`config.mk`:
```
export PLATFORM = sky130hd
export DESIGN_NAME = spi_port
export DESIGN_NICKNAME = d
export VERILOG_FILES = /design/src/rtl/spi_port_pkg.sv /design/src/rtl/spi_sync.sv /design/src/rtl/spi_clkdiv.sv /design/src/rtl/spi_shifter.sv /design/src/rtl/spi_regs.sv /design/src/rtl/spi_port.sv
export SDC_FILE = /design/constraint.sdc
export NUM_CORES = 1
export LEC_CHECK = 0
export ABC_CLOCK_PERIOD_IN_PS = 4800
export BUFFER_PORTS_ARGS = -buffer_cell sky130_fd_sc_hd__buf_2
export CAP_MARGIN = 20
export CORE_ASPECT_RATIO = 1.75
export CORE_MARGIN = 5
export CORE_UTILIZATION = 45
export DETAILED_ROUTE_END_ITERATION = 10
export SLEW_MARGIN = 20
export SYNTH_ARGS = -nofsm -noshare
export SYNTH_HDL_FRONTEND = slang
export SYNTH_HIERARCHICAL = 1
export SYNTH_SLANG_ARGS = --single-unit
```
`constraint.sdc`:
```
create_clock -name clk -period 4.8 [get_ports clk]
set_input_delay 0.24 -clock clk [delete_from_list [all_inputs] [get_ports clk]]
set_output_delay 0.24 -clock clk [all_outputs]
set_load 0.01 [all_outputs]
```
`src/rtl/spi_port_pkg.sv`:
```
package spi_port_pkg;
  typedef struct packed {
    logic       int_en;
    logic       enable;
    logic       lsb_first;
    logic       master;
    logic       cpol;
    logic       cpha;
    logic [1:0] rate;
  } spi_ctrl_t;

  localparam logic [1:0] SEL_CTRL = 2'd0;
  localparam logic [1:0] SEL_STAT = 2'd1;
  localparam logic [1:0] SEL_DATA = 2'd2;

  localparam logic [7:0] CTRL_RESET = 8'h04;
endpackage

```
`src/rtl/spi_sync.sv`:
```
module spi_sync #(
  parameter int W = 3,
  parameter int STAGES = 2,
  parameter logic [W-1:0] RST_VAL = '0
) (
  input  logic         clk,
  input  logic         rst,
  input  logic [W-1:0] d,
  output logic [W-1:0] q
);
  logic [W-1:0] stg [STAGES];

  generate
    for (genvar i = 0; i < STAGES; i++) begin : g_stage
      always_ff @(posedge clk) begin
        if (rst) stg[i] <= RST_VAL;
        else if (i == 0) stg[i] <= d;
        else stg[i] <= stg[(i == 0) ? 0 : i-1];
      end
    end
  endgenerate

  assign q = stg[STAGES-1];
endmodule

```
`src/rtl/spi_clkdiv.sv`:
```
module spi_clkdiv #(
  parameter int DIV0 = 4,
  parameter int DIV1 = 16,
  parameter int DIV2 = 64,
  parameter int DIV3 = 128
) (
  input  logic       clk,
  input  logic       rst,
  input  logic       run,
  input  logic [1:0] rate,
  output logic       tick
);
  localparam int CNT_W = $clog2(DIV3 / 2) + 1;

  logic [CNT_W-1:0] cnt;
  logic [CNT_W-1:0] lim;

  always_comb begin
    case (rate)
      2'd0:    lim = CNT_W'(DIV0 / 2 - 1);
      2'd1:    lim = CNT_W'(DIV1 / 2 - 1);
      2'd2:    lim = CNT_W'(DIV2 / 2 - 1);
      default: lim = CNT_W'(DIV3 / 2 - 1);
    endcase
  end

  assign tick = run && (cnt == lim);

  always_ff @(posedge clk) begin
    if (rst || !run) cnt <= '0;
    else if (cnt == lim) cnt <= '0;
    else cnt <= cnt + 1'b1;
  end

  p_count_in_range_r3: assert property (@(posedge clk) disable iff (rst)
    run |-> (cnt <= lim));
endmodule

```
`src/rtl/spi_shifter.sv`:
```
module spi_shifter #(
  parameter int W = 8
) (
  input  logic         clk,
  input  logic         rst,
  input  logic         enable,
  input  logic         master,
  input  logic         cpha,
  input  logic         lsb_first,
  input  logic         load,
  input  logic [W-1:0] load_data,
  input  logic         tick,
  input  logic         ss_act,
  input  logic         sck_s,
  input  logic         mosi_s,
  input  logic         miso_i,
  output logic         busy,
  output logic         done,
  output logic         sck_q,
  output logic         out_bit,
  output logic [W-1:0] sreg
);
  localparam int CNT_W = $clog2(2 * W);
  localparam logic [CNT_W-1:0] LAST = CNT_W'(2 * W - 1);

  logic [CNT_W-1:0] cnt;
  logic             active_q;
  logic             rx_bit;
  logic             sck_d;
  logic             ev_ok, is_lead, sample_ev, shift_ev, last_ev, abort, in_bit;

  function automatic logic [W-1:0] shift_in(input logic [W-1:0] s, input logic b,
                                            input logic lsb);
    if (lsb) shift_in = {b, s[W-1:1]};
    else     shift_in = {s[W-2:0], b};
  endfunction

  assign busy      = active_q;
  assign out_bit   = lsb_first ? sreg[0] : sreg[W-1];
  assign in_bit    = master ? miso_i : mosi_s;
  assign abort     = !enable || (!master && !ss_act);
  assign ev_ok     = master ? (active_q && tick) : (ss_act && (sck_s != sck_d));
  assign is_lead   = ~cnt[0];
  assign sample_ev = ev_ok && (is_lead ^ cpha);
  assign shift_ev  = ev_ok && !(is_lead ^ cpha) && !(cpha && cnt == '0);
  assign last_ev   = ev_ok && (cnt == LAST);

  always_ff @(posedge clk) begin
    if (rst) sck_d <= 1'b0;
    else     sck_d <= sck_s;
  end

  always_ff @(posedge clk) begin
    if (rst) begin
      sreg     <= '0;
      rx_bit   <= 1'b0;
      cnt      <= '0;
      active_q <= 1'b0;
      sck_q    <= 1'b0;
      done     <= 1'b0;
    end else begin
      done <= 1'b0;
      if (abort) begin
        cnt      <= '0;
        active_q <= 1'b0;
        sck_q    <= 1'b0;
        if (load) sreg <= load_data;
      end else if (load) begin
        sreg <= load_data;
        if (master) begin
          active_q <= 1'b1;
          cnt      <= '0;
          sck_q    <= 1'b0;
        end
      end else if (ev_ok) begin
        cnt <= cnt + 1'b1;
        if (master) sck_q <= ~sck_q;
        if (!master) active_q <= 1'b1;
        if (sample_ev) rx_bit <= in_bit;
        if (shift_ev) sreg <= shift_in(sreg, rx_bit, lsb_first);
        if (last_ev) begin
          cnt      <= '0;
          active_q <= 1'b0;
          done     <= 1'b1;
          if (cpha) sreg <= shift_in(sreg, in_bit, lsb_first);
        end
      end
    end
  end

  p_idle_level_r5: assert property (@(posedge clk) disable iff (rst)
    !active_q |-> !sck_q);

  p_no_change_between_edges_r8: assert property (@(posedge clk) disable iff (rst)
    (active_q && master && enable && !ev_ok) |=> $stable(sreg));

  p_done_ends_busy_r7: assert property (@(posedge clk) disable iff (rst)
    done |-> !active_q);
endmodule

```
`src/rtl/spi_regs.sv`:
```
module spi_regs
  import spi_port_pkg::*;
#(
  parameter int W = 8
) (
  input  logic         clk,
  input  logic         rst,
  input  logic [1:0]   sfr_sel,
  input  logic         sfr_wr,
  input  logic         sfr_rd,
  input  logic [W-1:0] sfr_wdata,
  input  logic         done,
  input  logic         busy,
  input  logic [W-1:0] sreg,
  input  logic         ser_int_en_i,
  output spi_ctrl_t    ctrl,
  output logic         data_load,
  output logic [W-1:0] sfr_rdata,
  output logic         irq_o
);
  logic spif, wcol, armed;
  logic data_wr, data_acc, stat_rd, clr;

  assign data_wr   = sfr_wr && (sfr_sel == SEL_DATA);
  assign data_acc  = (sfr_wr || sfr_rd) && (sfr_sel == SEL_DATA);
  assign stat_rd   = sfr_rd && (sfr_sel == SEL_STAT);
  assign data_load = data_wr && !busy;
  assign clr       = data_acc && armed;

  always_ff @(posedge clk) begin
    if (rst) ctrl <= spi_ctrl_t'(CTRL_RESET);
    else if (sfr_wr && sfr_sel == SEL_CTRL) ctrl <= spi_ctrl_t'(sfr_wdata);
  end

  always_ff @(posedge clk) begin
    if (rst) begin
      spif  <= 1'b0;
      wcol  <= 1'b0;
      armed <= 1'b0;
    end else begin
      if (stat_rd) armed <= spif || wcol;
      else if (data_acc) armed <= 1'b0;
      if (done) spif <= 1'b1;
      else if (clr) spif <= 1'b0;
      if (data_wr && busy) wcol <= 1'b1;
      else if (clr) wcol <= 1'b0;
    end
  end

  always_ff @(posedge clk) begin
    if (rst) sfr_rdata <= '0;
    else if (sfr_rd) begin
      case (sfr_sel)
        SEL_CTRL: sfr_rdata <= W'(ctrl);
        SEL_STAT: sfr_rdata <= {spif, wcol, {(W-2){1'b0}}};
        SEL_DATA: sfr_rdata <= sreg;
        default:  sfr_rdata <= '0;
      endcase
    end
  end

  always_ff @(posedge clk) begin
    if (rst) irq_o <= 1'b0;
    else     irq_o <= spif && ctrl.int_en && ser_int_en_i;
  end

  p_collide_flag_r8: assert property (@(posedge clk) disable iff (rst)
    (data_wr && busy) |=> wcol);

  p_done_flag_r7: assert property (@(posedge clk) disable iff (rst)
    done |=> spif);

  p_irq_gate_r10: assert property (@(posedge clk) disable iff (rst)
    irq_o |-> $past(spif && ctrl.int_en && ser_int_en_i));

  p_clear_needs_access_r9: assert property (@(posedge clk) disable iff (rst)
    $fell(spif) |-> $past(data_acc));
endmodule

```
`src/rtl/spi_port.sv`:
```
module spi_port
  import spi_port_pkg::*;
#(
  parameter int W = 8,
  parameter int SYNC_STAGES = 2,
  parameter int DIV0 = 4,
  parameter int DIV1 = 16,
  parameter int DIV2 = 64,
  parameter int DIV3 = 128
) (
  input  logic       clk,
  input  logic       rst,
  input  logic [1:0] sfr_sel,
  input  logic       sfr_wr,
  input  logic       sfr_rd,
  input  logic [7:0] sfr_wdata,
  output logic [7:0] sfr_rdata,
  input  logic       ser_int_en_i,
  output logic       irq_o,
  output logic       sck_o,
  output logic       sck_oe,
  input  logic       sck_i,
  output logic       mosi_o,
  output logic       mosi_oe,
  input  logic       mosi_i,
  output logic       miso_o,
  output logic       miso_oe,
  input  logic       miso_i,
  input  logic       ss_n_i
);
  spi_ctrl_t ctrl;
  logic      data_load, busy, done, sck_q, out_bit, tick;
  logic      ss_n_s, sck_s, mosi_s;
  logic [W-1:0] sreg;

  spi_sync #(.W(3), .STAGES(SYNC_STAGES), .RST_VAL(3'b100)) i_sync (
    .clk(clk), .rst(rst),
    .d({ss_n_i, sck_i, mosi_i}),
    .q({ss_n_s, sck_s, mosi_s})
  );

  spi_regs #(.W(W)) i_regs (
    .clk(clk), .rst(rst),
    .sfr_sel(sfr_sel), .sfr_wr(sfr_wr), .sfr_rd(sfr_rd), .sfr_wdata(sfr_wdata),
    .done(done), .busy(busy), .sreg(sreg), .ser_int_en_i(ser_int_en_i),
    .ctrl(ctrl), .data_load(data_load), .sfr_rdata(sfr_rdata), .irq_o(irq_o)
  );

  spi_clkdiv #(.DIV0(DIV0), .DIV1(DIV1), .DIV2(DIV2), .DIV3(DIV3)) i_div (
    .clk(clk), .rst(rst),
    .run(busy && ctrl.master && ctrl.enable),
    .rate(ctrl.rate), .tick(tick)
  );

  spi_shifter #(.W(W)) i_shift (
    .clk(clk), .rst(rst),
    .enable(ctrl.enable), .master(ctrl.master), .cpha(ctrl.cpha),
    .lsb_first(ctrl.lsb_first), .load(data_load), .load_data(sfr_wdata),
    .tick(tick), .ss_act(!ss_n_s), .sck_s(sck_s), .mosi_s(mosi_s), .miso_i(miso_i),
    .busy(busy), .done(done), .sck_q(sck_q), .out_bit(out_bit), .sreg(sreg)
  );

  assign sck_o  = ctrl.cpol ^ sck_q;
  assign mosi_o = out_bit;
  assign miso_o = out_bit;

  always_ff @(posedge clk) begin
    if (rst) begin
      sck_oe  <= 1'b0;
      mosi_oe <= 1'b0;
      miso_oe <= 1'b0;
    end else begin
      sck_oe  <= ctrl.enable && ctrl.master;
      mosi_oe <= ctrl.enable && ctrl.master;
      miso_oe <= ctrl.enable && !ctrl.master && !ss_n_s;
    end
  end

  p_release_r11: assert property (@(posedge clk) disable iff (rst)
    !ctrl.enable |=> (!sck_oe && !mosi_oe && !miso_oe));
endmodule

```
# After elaboration in Yosys (flattened, before gate mapping)

Memory sizes are Yosys's and may differ from the RTL's.
Index checks and enable logic that the tools add are counted.

Word-level logic and storage cells: 131
RAM bits: 6
Output and inout bits: 15
Register bits: 46
Memories: 1

Memory list:

| memory     | words | width | rd ports | clocked after memory_dff | wr ports | RTL line       | text |
|---|---|---|---|---|---|---|---|
| i_sync.stg | 2     | 3     | 2        | 0                        | 2        | spi_sync.sv:11 | `logic [W-1:0] stg [STAGES];` |

Equality and inequality tests: 10
Reductions and logical operators: 49
Muxes and demuxes: 38
$add $sub $neg: 2
Bitwise operators: 9

Operators by type and width:

| cell                                          | number |
|---|---|
| two-way mux 8 bit                             | 9 |
| case mux 8 bit (3 select lines)               | 1 |
| logical AND 1 bit                             | 23 |
| two-way mux 1 bit                             | 21 |
| case mux 6 bit (3 select lines)               | 1 |
| two-way mux 4 bit                             | 4 |
| nonzero test 2 bit                            | 4 |
| adder 7 x 1 -> 7 bit, second input constant   | 1 |
| == test 7 x 6 -> 1 bit                        | 1 |
| logical NOT 1 bit                             | 7 |
| two-way mux 3 bit                             | 2 |
| AND reduction 2 bit                           | 3 |
| inverter 1 bit                                | 5 |
| adder 4 x 1 -> 4 bit, second input constant   | 1 |
| == test 2 x 1 -> 1 bit, second input constant | 2 |
| == test 2 bit, second input constant          | 2 |
| == test 4 bit, second input constant          | 1 |
| logical NOT 2 bit                             | 2 |
| logical NOT 4 bit                             | 1 |
| logical OR 1 bit                              | 4 |
| AND reduction 4 bit                           | 1 |
| OR reduction 2 bit                            | 2 |
| OR reduction 4 bit                            | 1 |
| != test 3 x 2 -> 1 bit, second input constant | 1 |
| 6 further kinds                               | 8 |

# Longest topological paths before layout

Gate-level depths: netlist of run 1.

Word-level depth: 14
Depth in mapped cells: 9
Mapped depth without buffers: 9

# Modules after synthesis

Netlist of run 1, hierarchy kept.

By module, submodules not included:

| module      | times used | area each (sq um) | seq. area each (sq um) | cells each |
|---|---|---|---|---|
| spi_shifter | 1          | 1201.2            | 340.3                  | 143 |
| spi_regs    | 1          | 894.6             | 400.4                  | 93 |
| spi_clkdiv  | 1          | 344.1             | 140.1                  | 37 |
| spi_sync    | 1          | 157.7             | 120.1                  | 12 |
| spi_port    | 1          | 97.6              | 40.0                   | 9 |

# Worst setup path after synthesis of run 1

No wires, ideal clock.

Path kind: reg2reg
Start: register i_regs/ctrl[1] (netlist name)
End: register i_shift.sreg[2]
Clock period less this slack: 2.418 ns
Arrival: 2.345 ns
Buffers on the path: 0
Slack: 2.382 ns
Cell stages (with the launch flop): 10
Required time: 4.726 ns
Cell sequence: dfxtp_1 > mux2_2 > a31oi_1 > nor4_4 > and2_1 > and4_1 > a31oi_4 > nor3_2 > or4b_1 > o211ai_2

Cells in the longest elaborated chain, start to end: 14
Elaborated cells on any way between the ends: 19
Classes of those cells: 3 x eq/ne; 8 x mux; 8 x reduce/logical

RTL lines:

| item                                  | RTL line          | text |
|---|---|---|
| == test 2 bit (tied with other cells) | spi_clkdiv.sv:19  | `case (rate)` |
| case mux 6 bit (3 select lines) (*)   | spi_clkdiv.sv:19  |  |
| == test 7 x 6 -> 1 bit (*)            | spi_clkdiv.sv:27  | `assign tick = run && (cnt == lim);` |
| logical AND 1 bit (*)                 | spi_clkdiv.sv:27  |  |
| net tick                              | spi_port.sv:32    | `logic data_load, busy, done, sck_q, out_bit, tick;` |
| logical AND 1 bit (*)                 | spi_shifter.sv:42 | `assign ev_ok = master ? (active_q && tick) : (ss_act && (sck_s != sck_d));` |
| two-way mux 1 bit (*)                 | spi_shifter.sv:42 |  |
| logical AND 1 bit (2 in series)       | spi_shifter.sv:45 | `assign shift_ev = ev_ok && !(is_lead ^ cpha) && !(cpha && cnt == '0);` |
| two-way mux 8 bit                     | spi_shifter.sv:80 | `if (shift_ev) sreg <= shift_in(sreg, rx_bit, lsb_first);` |
| two-way mux 8 bit                     | spi_shifter.sv:85 | `if (cpha) sreg <= shift_in(sreg, in_bit, lsb_first);` |
| two-way mux 8 bit                     | spi_shifter.sv:81 | `if (last_ev) begin` |
| two-way mux 8 bit                     | spi_shifter.sv:75 | `end else if (ev_ok) begin` |
| two-way mux 8 bit                     | spi_shifter.sv:68 | `end else if (load) begin` |
| two-way mux 8 bit                     | spi_shifter.sv:63 | `if (abort) begin` |
| end signal, assigned                  | spi_shifter.sv:67 | `if (load) sreg <= load_data;` |
| end signal, assigned                  | spi_shifter.sv:69 | `sreg <= load_data;` |
| end signal, assigned                  | spi_shifter.sv:80 |  |
| end, declared                         | spi_shifter.sv:21 | `output logic [W-1:0] sreg` |

The timed path passes the listed nets; every way through them passes the cells marked *. The select of a mux whose other input is x is not followed.
A chain may end at the register's enable or synchronous reset.

# Worst setup path after layout of run 1

Start: register i_regs/ctrl[1] (netlist name)
End: register i_shift.sreg[2]

Cells in the longest elaborated chain, start to end: 14
Elaborated cells on any way between the ends: 19
Classes of those cells: 3 x eq/ne; 8 x mux; 8 x reduce/logical

RTL lines:

| item                                  | RTL line |
|---|---|
| == test 2 bit (tied with other cells) | spi_clkdiv.sv:19 |
| case mux 6 bit (3 select lines) (*)   | spi_clkdiv.sv:19 |
| == test 7 x 6 -> 1 bit (*)            | spi_clkdiv.sv:27 |
| logical AND 1 bit (*)                 | spi_clkdiv.sv:27 |
| net tick                              | spi_port.sv:32 |
| logical AND 1 bit (*)                 | spi_shifter.sv:42 |
| two-way mux 1 bit (*)                 | spi_shifter.sv:42 |
| logical AND 1 bit (2 in series)       | spi_shifter.sv:45 |
| two-way mux 8 bit                     | spi_shifter.sv:80 |
| two-way mux 8 bit                     | spi_shifter.sv:85 |
| two-way mux 8 bit                     | spi_shifter.sv:81 |
| two-way mux 8 bit                     | spi_shifter.sv:75 |
| two-way mux 8 bit                     | spi_shifter.sv:68 |
| two-way mux 8 bit                     | spi_shifter.sv:63 |

Marks and branches as above.

==> flow_summary.json, run 1 <==
{
  "arrival_ps": 2880,
  "synth_area_um2": 2700,
  "rsz0062_at_grt": "false",
  "drt_iter0_markers": 75,
  "drive_gt1_share_pct": 22.8,
  "outcome": "finished, final reports clean",
  "antenna_found_initial": 0,
  "synthCells": 294,
  "layout_common_cells": "dfxtp_1 (52), buf_2 (33), nor2_1 (27)",
  "tns_ps": 0,
  "drv_slew": 0,
  "tritoncts": "done",
  "antenna_cells": 0,
  "ys_ff_latch": 52,
  "gp_congestion": 0.818,
  "die_area_um2": 7700,
  "required_ps": 5040,
  "ys.flop_type": "dfxtp_1",
  "pin_count": 34,
  "period_share_pct": 55.0,
  "numCtsBuffers": 5,
  "max-slew-margin-rel_pct": 39.7,
  "die_h_um": 112,
  "critPathMaxFanout": 7,
  "grt_max_degree": 47,
  "cts.path.max_buffers": 2,
  "synthArstFlopShare_pct": 0,
  "grt_use_total_pct": 16.9,
  "routed_via_density": 5.39,
  "fin_skew_ps": 16.2,
  "grt.overflow.total": 0,
  "syn_area_per_cell_um2": 9.17,
  "htreeDepth": 2,
  "core_area_um2": 5880,
  "postCtsHoldBufs": 0,
  "crit_path_cell_trace": "mux2_2, a31oi_1, nor4_4, and2_1, and4_1, a31oi_4, nor3_2, or4b_1, o211ai_2",
  "wirelength_um": 5900,
  "final_common_cell": "dfxtp_1",
  "ys_warn_count": 6,
  "ant_nets": 0,
  "clkTransAtPathRegs_ps": 110,
  "synth_edf_count": 0,
  "min_path_type": "in -> reg",
  "cap_violations": 0,
  "vias": 2146,
  "cts_setup_buffers": 0,
  "whs_ps": 95.3,
  "firstDrtPassIters": 4,
  "rows": 37,
  "path_class": "reg -> reg",
  "die_w_um": 68.5,
  "total_power_w": 0.000779,
  "clock-sinks": 52,
  "finalHoldViolations": 0,
  "worstSetupEndpointType": "register",
  "cpPeakStageDelay_ps": 490,
  "max_freq_mhz": 379,
  "grt_pass1_vias": 2220,
  "yosysUniqueCellTypes": 57,
  "p_leak_nw": 1.15,
  "setup_slack_ps": 2160,
  "cts_root_buffer": "clkbuf_8",
  "ys_seq_area_share_pct": 38.6,
  "finalNetCount": 341,
  "ir_worst_vdd_mv": 0.209,
  "cp-start-kind": "register",
  "synth_nets": 316,
  "worstSkewPairLatency_ps": 330,
  "fillerInstances": 594,
  "finalSetupViolations": 0,
  "cts_resized": 0,
  "area_growth_pct": 10.5,
  "worst_pin_slew_ps": 900,
  "start_util_pct": 45.8,
  "hpwl_um": 4360,
  "drc": 0,
  "grt_pass1_wl_um": 10100,
  "port_buffers": 33,
  "powerDensity_nw_per_um2": 262,
  "cp_slowest_cell": "or4b_1",
  "routedWlPerCell_um": 14.8,
  "fin_crit_ps": 2640,
  "place_ws_ps": 2200
}
==> registers in the layout, summed over array words and instances (netlist names) <==
register	cells
mosi_oe	1
i_shift/sck_q	1
miso_oe	1
i_shift/sreg	8
i_shift/busy	1
i_shift/sck_d	1
i_div/cnt	7
i_regs/irq_o	1
i_regs/sfr_rdata	8
i_sync/stg	6
i_shift/rx_bit	1
i_regs/ctrl	8
i_regs/wcol	1
i_shift/done	1
i_regs/armed	1
i_regs/spif	1
i_shift/cnt	4
==> Yosys cell counts (all sizes together), types with 6 or more instances <==
cell type	count	area, um2
dfxtp	52	1040
nor2	28	108
nor2b	22	138
a21oi	21	105
nor3	19	100
mux2	17	191
mux2i	14	140
nand2	14	52.6
o21ai	11	55.1
buf	8	61.3
clkbuf	8	30.0
inv	6	22.5
xnor2	6	52.6
==> worst max-delay path, delay by kind of cell (launching register included) <==
family          cells  cell delay (ps)
simple gates        5             1150
compound gates      3              580
flops               1              460
mux                 1              360
==> power by group <==
group | internal, W | switching [W]
sequential | 0.000441 | 0.0000109
clock | 0.000104 | 0.000158
combinational | 0.0000307 | 0.0000349
total | 0.000575 | 0.000204
==> final timing paths <==
kind,startpoint,endpoint,slack [ps],cells past startpoint
min,ss_n_i,i_sync/stg[0][2],100,2
max reg2reg,i_regs/ctrl[1],i_shift/sreg[2],2160,9
max,i_regs/ctrl[1],i_shift/sreg[2],2160,9
min reg2reg,i_sync/stg[0][2],i_sync/stg[1][2],410,1
==> logic make-up after synthesis <==
group | Yosys count | share of synthesized area (%)
AOI/OAI and AO/OA | 53 | 13.5
xor gates and xnor gates | 10 | 3.25
adders and majority gates | 3 | 1.39
buffers and inverters | 22 | 4.22
DFF | 52 | 38.6
muxes | 31 | 12.3
and+or+nand+nor | 123 | 26.7
==> routing by layer <==
metal	vias up	GRT usage, %	wire length [um]
li1	1092	-	-
met1	1011	19.1	2520
met2	34	29.5	3100
met3	9	3.60	166
met4	0	6.37	110
met5	-	0	0
==> final cells by class <==
| class | count | area (um2) | area share, % |
|---|---|---|---|
| clock buffers | 5 | 68.8 | 2.31 |
| clock inverters | 3 | 21.3 | 0.714 |
| inverters | 6 | 22.5 | 0.756 |
| multi-input cells | 220 | 1560 | 52.2 |
| flip-flops and latches | 52 | 1040 | 34.9 |
| well taps | 78 | 97.6 | 3.28 |
| repair buffers | 34 | 173 | 5.80 |
==> per-stage QoR <==
stage	instance area, um2	instances	util (%)
after CTS	2980	398	50.7
after global placement	2890	390	49.1
final	2980	398	50.7
after floorplan	2700	294	-
after global routing	2980	398	50.7
after detailed placement	2890	390	49.1
Note: power is estimated with default switching activity, not from simulation.
==> run 2, diff against run 1 <==
--- a/config.mk
+++ b/config.mk
@@ -5,7 +5,8 @@
 export SDC_FILE = /design/constraint.sdc
 export NUM_CORES = 1
 export LEC_CHECK = 0
-export ABC_CLOCK_PERIOD_IN_PS = 4800
+export ABC_AREA = 1
+export ABC_CLOCK_PERIOD_IN_PS = 2650
 export BUFFER_PORTS_ARGS = -buffer_cell sky130_fd_sc_hd__buf_2
 export CAP_MARGIN = 20
 export CORE_ASPECT_RATIO = 1.75
==> constraint.sdc (replaced) <==
create_clock -name clk -period 2.65 [get_ports clk]
set_input_delay 0.1325 -clock clk [delete_from_list [all_inputs] [get_ports clk]]
set_output_delay 0.1325 -clock clk [all_outputs]
set_load 0.01 [all_outputs]
==> run 2 against run 1 <==
Net effect: worst setup slack got worse by 1500 ps; synthesized cell count up 32%; maximum frequency up 34%; cell count is 26% higher; combinational power increased by 110%; first-iteration DRC count is 100% higher; hold slack got worse by 68 ps; power increased by 100%; global-route usage up 1.9 points; sequential share of layout area is 0.62 points lower; register-to-register slack got worse by 1500 ps; critical endpoint is now i_shift/sreg[6].
==> flow_summary.json, run 2 <==
{
  "outcome": "finished, final reports clean",
  "tns_ps": 0,
  "ys.flop_type": "dfxtp_1",
  "final_common_cell": "nand2_1",
  "met2_usage_pct": 32.7,
  "die_h_um": 112,
  "tritoncts": "done",
  "synth_edf_count": 0,
  "die_area_um2": 7660,
  "cp-start-kind": "register",
  "crit_path_cell_trace": "inv_1, nand2_1, nand2_1, nor2_1, nand3_1, nor2_1, nand3_4, nand2_4, nand2_2, nand2_2, nand2_1, nand3_1, a21oi_2",
  "yosysMostFrequentCell": "nand2_1",
  "worst_pin_slew_ps": 609,
  "die_w_um": 68.4,
  "area_growth_pct": 13.1,
  "ir_worst_vdd_mv": 0.391,
  "yosysTopAreaCell": "dfxtp_1",
  "drc": 0,
  "numCtsBuffers": 5,
  "rows": 37,
  "antenna_cells": 0,
  "cts_resized": 0,
  "vias": 2491,
  "cp_common_cell": "nand2_1",
  "htreeDepth": 2,
  "firstDrtPassIters": 4,
  "cpPeakStageDelay_ps": 420,
  "rsz0062_at_grt": "false",
  "grt_use_total_pct": 18.7,
  "ys_warn_count": 6,
  "ant_nets": 0,
  "arrival_ps": 2180,
  "core_area_um2": 5830,
  "finalSetupViolations": 0,
  "synth.top_cells.by_count": "nand2_1 (79), nor2_1 (58), dfxtp_1 (52)",
  "synth_area_um2": 2680,
  "fin_crit_ps": 1970,
  "fin_skew_ps": 9.91,
  "layout_common_cells": "nand2_1 (79), nor2_1 (58), dfxtp_1 (52)",
  "p_leak_nw": 1.32,
  "wirelength_um": 6520,
  "met3_usage_pct": 3.60,
  "required_ps": 2860,
  "clkTransAtPathRegs_ps": 90,
  "grt_pass1_wl_um": 11000,
  "min_path_type": "in -> reg",
  "cts_setup_buffers": 0,
  "total_power_w": 0.00159,
  "cap_violations": 0,
  "routedWlPerCell_um": 13.0,
  "gp_congestion": 0.850,
  "postCtsHoldBufs": 1,
  "path_class": "reg -> reg",
  "port_buffers": 33,
  "routed_via_density": 4.98,
  "antenna_found_initial": 0,
  "powerDensity_nw_per_um2": 524,
  "grt_pass1_vias": 2328,
  "synthArstFlopShare_pct": 0,
  "yosysUniqueCellTypes": 32,
  "drv_slew": 0,
  "ys_ff_latch": 52,
  "critPathMaxFanout": 10,
  "met1_usage_pct": 22.6,
  "clock-sinks": 52,
  "start_util_pct": 46.0,
  "ys_seq_area_share_pct": 38.8,
  "synth_nets": 409,
  "worstSetupEndpointType": "register",
  "finalHoldViolations": 0,
  "pin_count": 34,
  "max-slew-margin-rel_pct": 59.4,
  "drt_iter0_markers": 152,
  "syn_area_per_cell_um2": 6.93,
  "hpwl_um": 5050,
  "synthCells": 387,
  "grt_busiest_layer": "met2",
  "cts.path.max_buffers": 2,
  "worstSkewPairLatency_ps": 310,
  "cts_root_buffer": "clkbuf_8",
  "reg_top3": "i_regs/ctrl x8, i_regs/sfr_rdata x8, i_shift/sreg x8",
  "period_share_pct": 74.3,
  "drive_gt1_share_pct": 17.3,
  "yosysTopAreaCellShare_pct": 38.8,
  "finalNetCount": 444,
  "grt_max_degree": 25,
  "max_freq_mhz": 508,
  "grt.overflow.total": 0,
  "synthTopCellsByArea": "dfxtp_1 (39%), nand2_1 (11%), nand3_1 (8.2%)",
  "cp_slowest_cell": "dfxtp_1"
}
-- run 2: power by group --
part	switching [W]	total [W]	internal [W]
combinational	0.0000906	0.000141	0.0000500
sequential	0.0000213	0.000823	0.000802
clock	0.000255	0.000626	0.000372
total	0.000367	0.00159	0.00122
-- run 2: worst paths after layout --
check                                      start                to  slack, ps  cells past startpoint
worst max register to register    i_regs/ctrl[1]   i_shift/sreg[6]        680                     13
worst min-delay path                       sck_i  i_sync/stg[0][1]         30                      3
worst min register to register  i_sync/stg[0][0]  i_sync/stg[1][0]        410                      2
worst max-delay path              i_regs/ctrl[1]   i_shift/sreg[6]        680                     13
-- run 2: final cells by class --
cell class	count	area, um2
multi-input combinational	274	1370
clock buffer	5	68.8
inverter	52	200
timing repair buffer	37	198
clock inverter	2	60.1
fill	636	2800
sequential	52	1040
tap	78	97.6
-- run 2: metrics by stage --
stage	util [%]	hold slack, ps	setup WS, ps	cells	instance area (um2)
floorplan	-	202	955	387	2680
global placement	49.6	311	723	492	2890
CTS	52.0	10.3	667	500	3030
global route	52.0	21.2	410	500	3030
detailed placement	49.6	320	697	492	2890
finish	52.0	27.6	680	500	3030
-- run 2: worst max-delay path, delay by kind of cell, from the launching register on --
| family | cells | cell delay (ps) |
|---|---|---|
| flops | 1 | 420 |
| compound gates | 1 | 60 |
| buf+inv | 1 | 100 |
| simple gates | 11 | 1270 |
-- run 2: cells by family after synthesis --
family,Yosys count,share of synthesized area (%)
buffers and inverters,61,10.2
XOR/XNOR,7,2.29
AND/OR/NAND/NOR,200,33.7
flip-flops,52,38.8
adder cells (fa/ha/maj),3,1.40
AO/OA/AOI/OAI,63,13.3
multiplexers,1,0.373
-- run 2: per-layer routing --
layer	up-vias	wire length, um
li1	1297	-
met1	1146	2640
met2	43	3540
met3	5	262
met4	0	81
met5	-	0
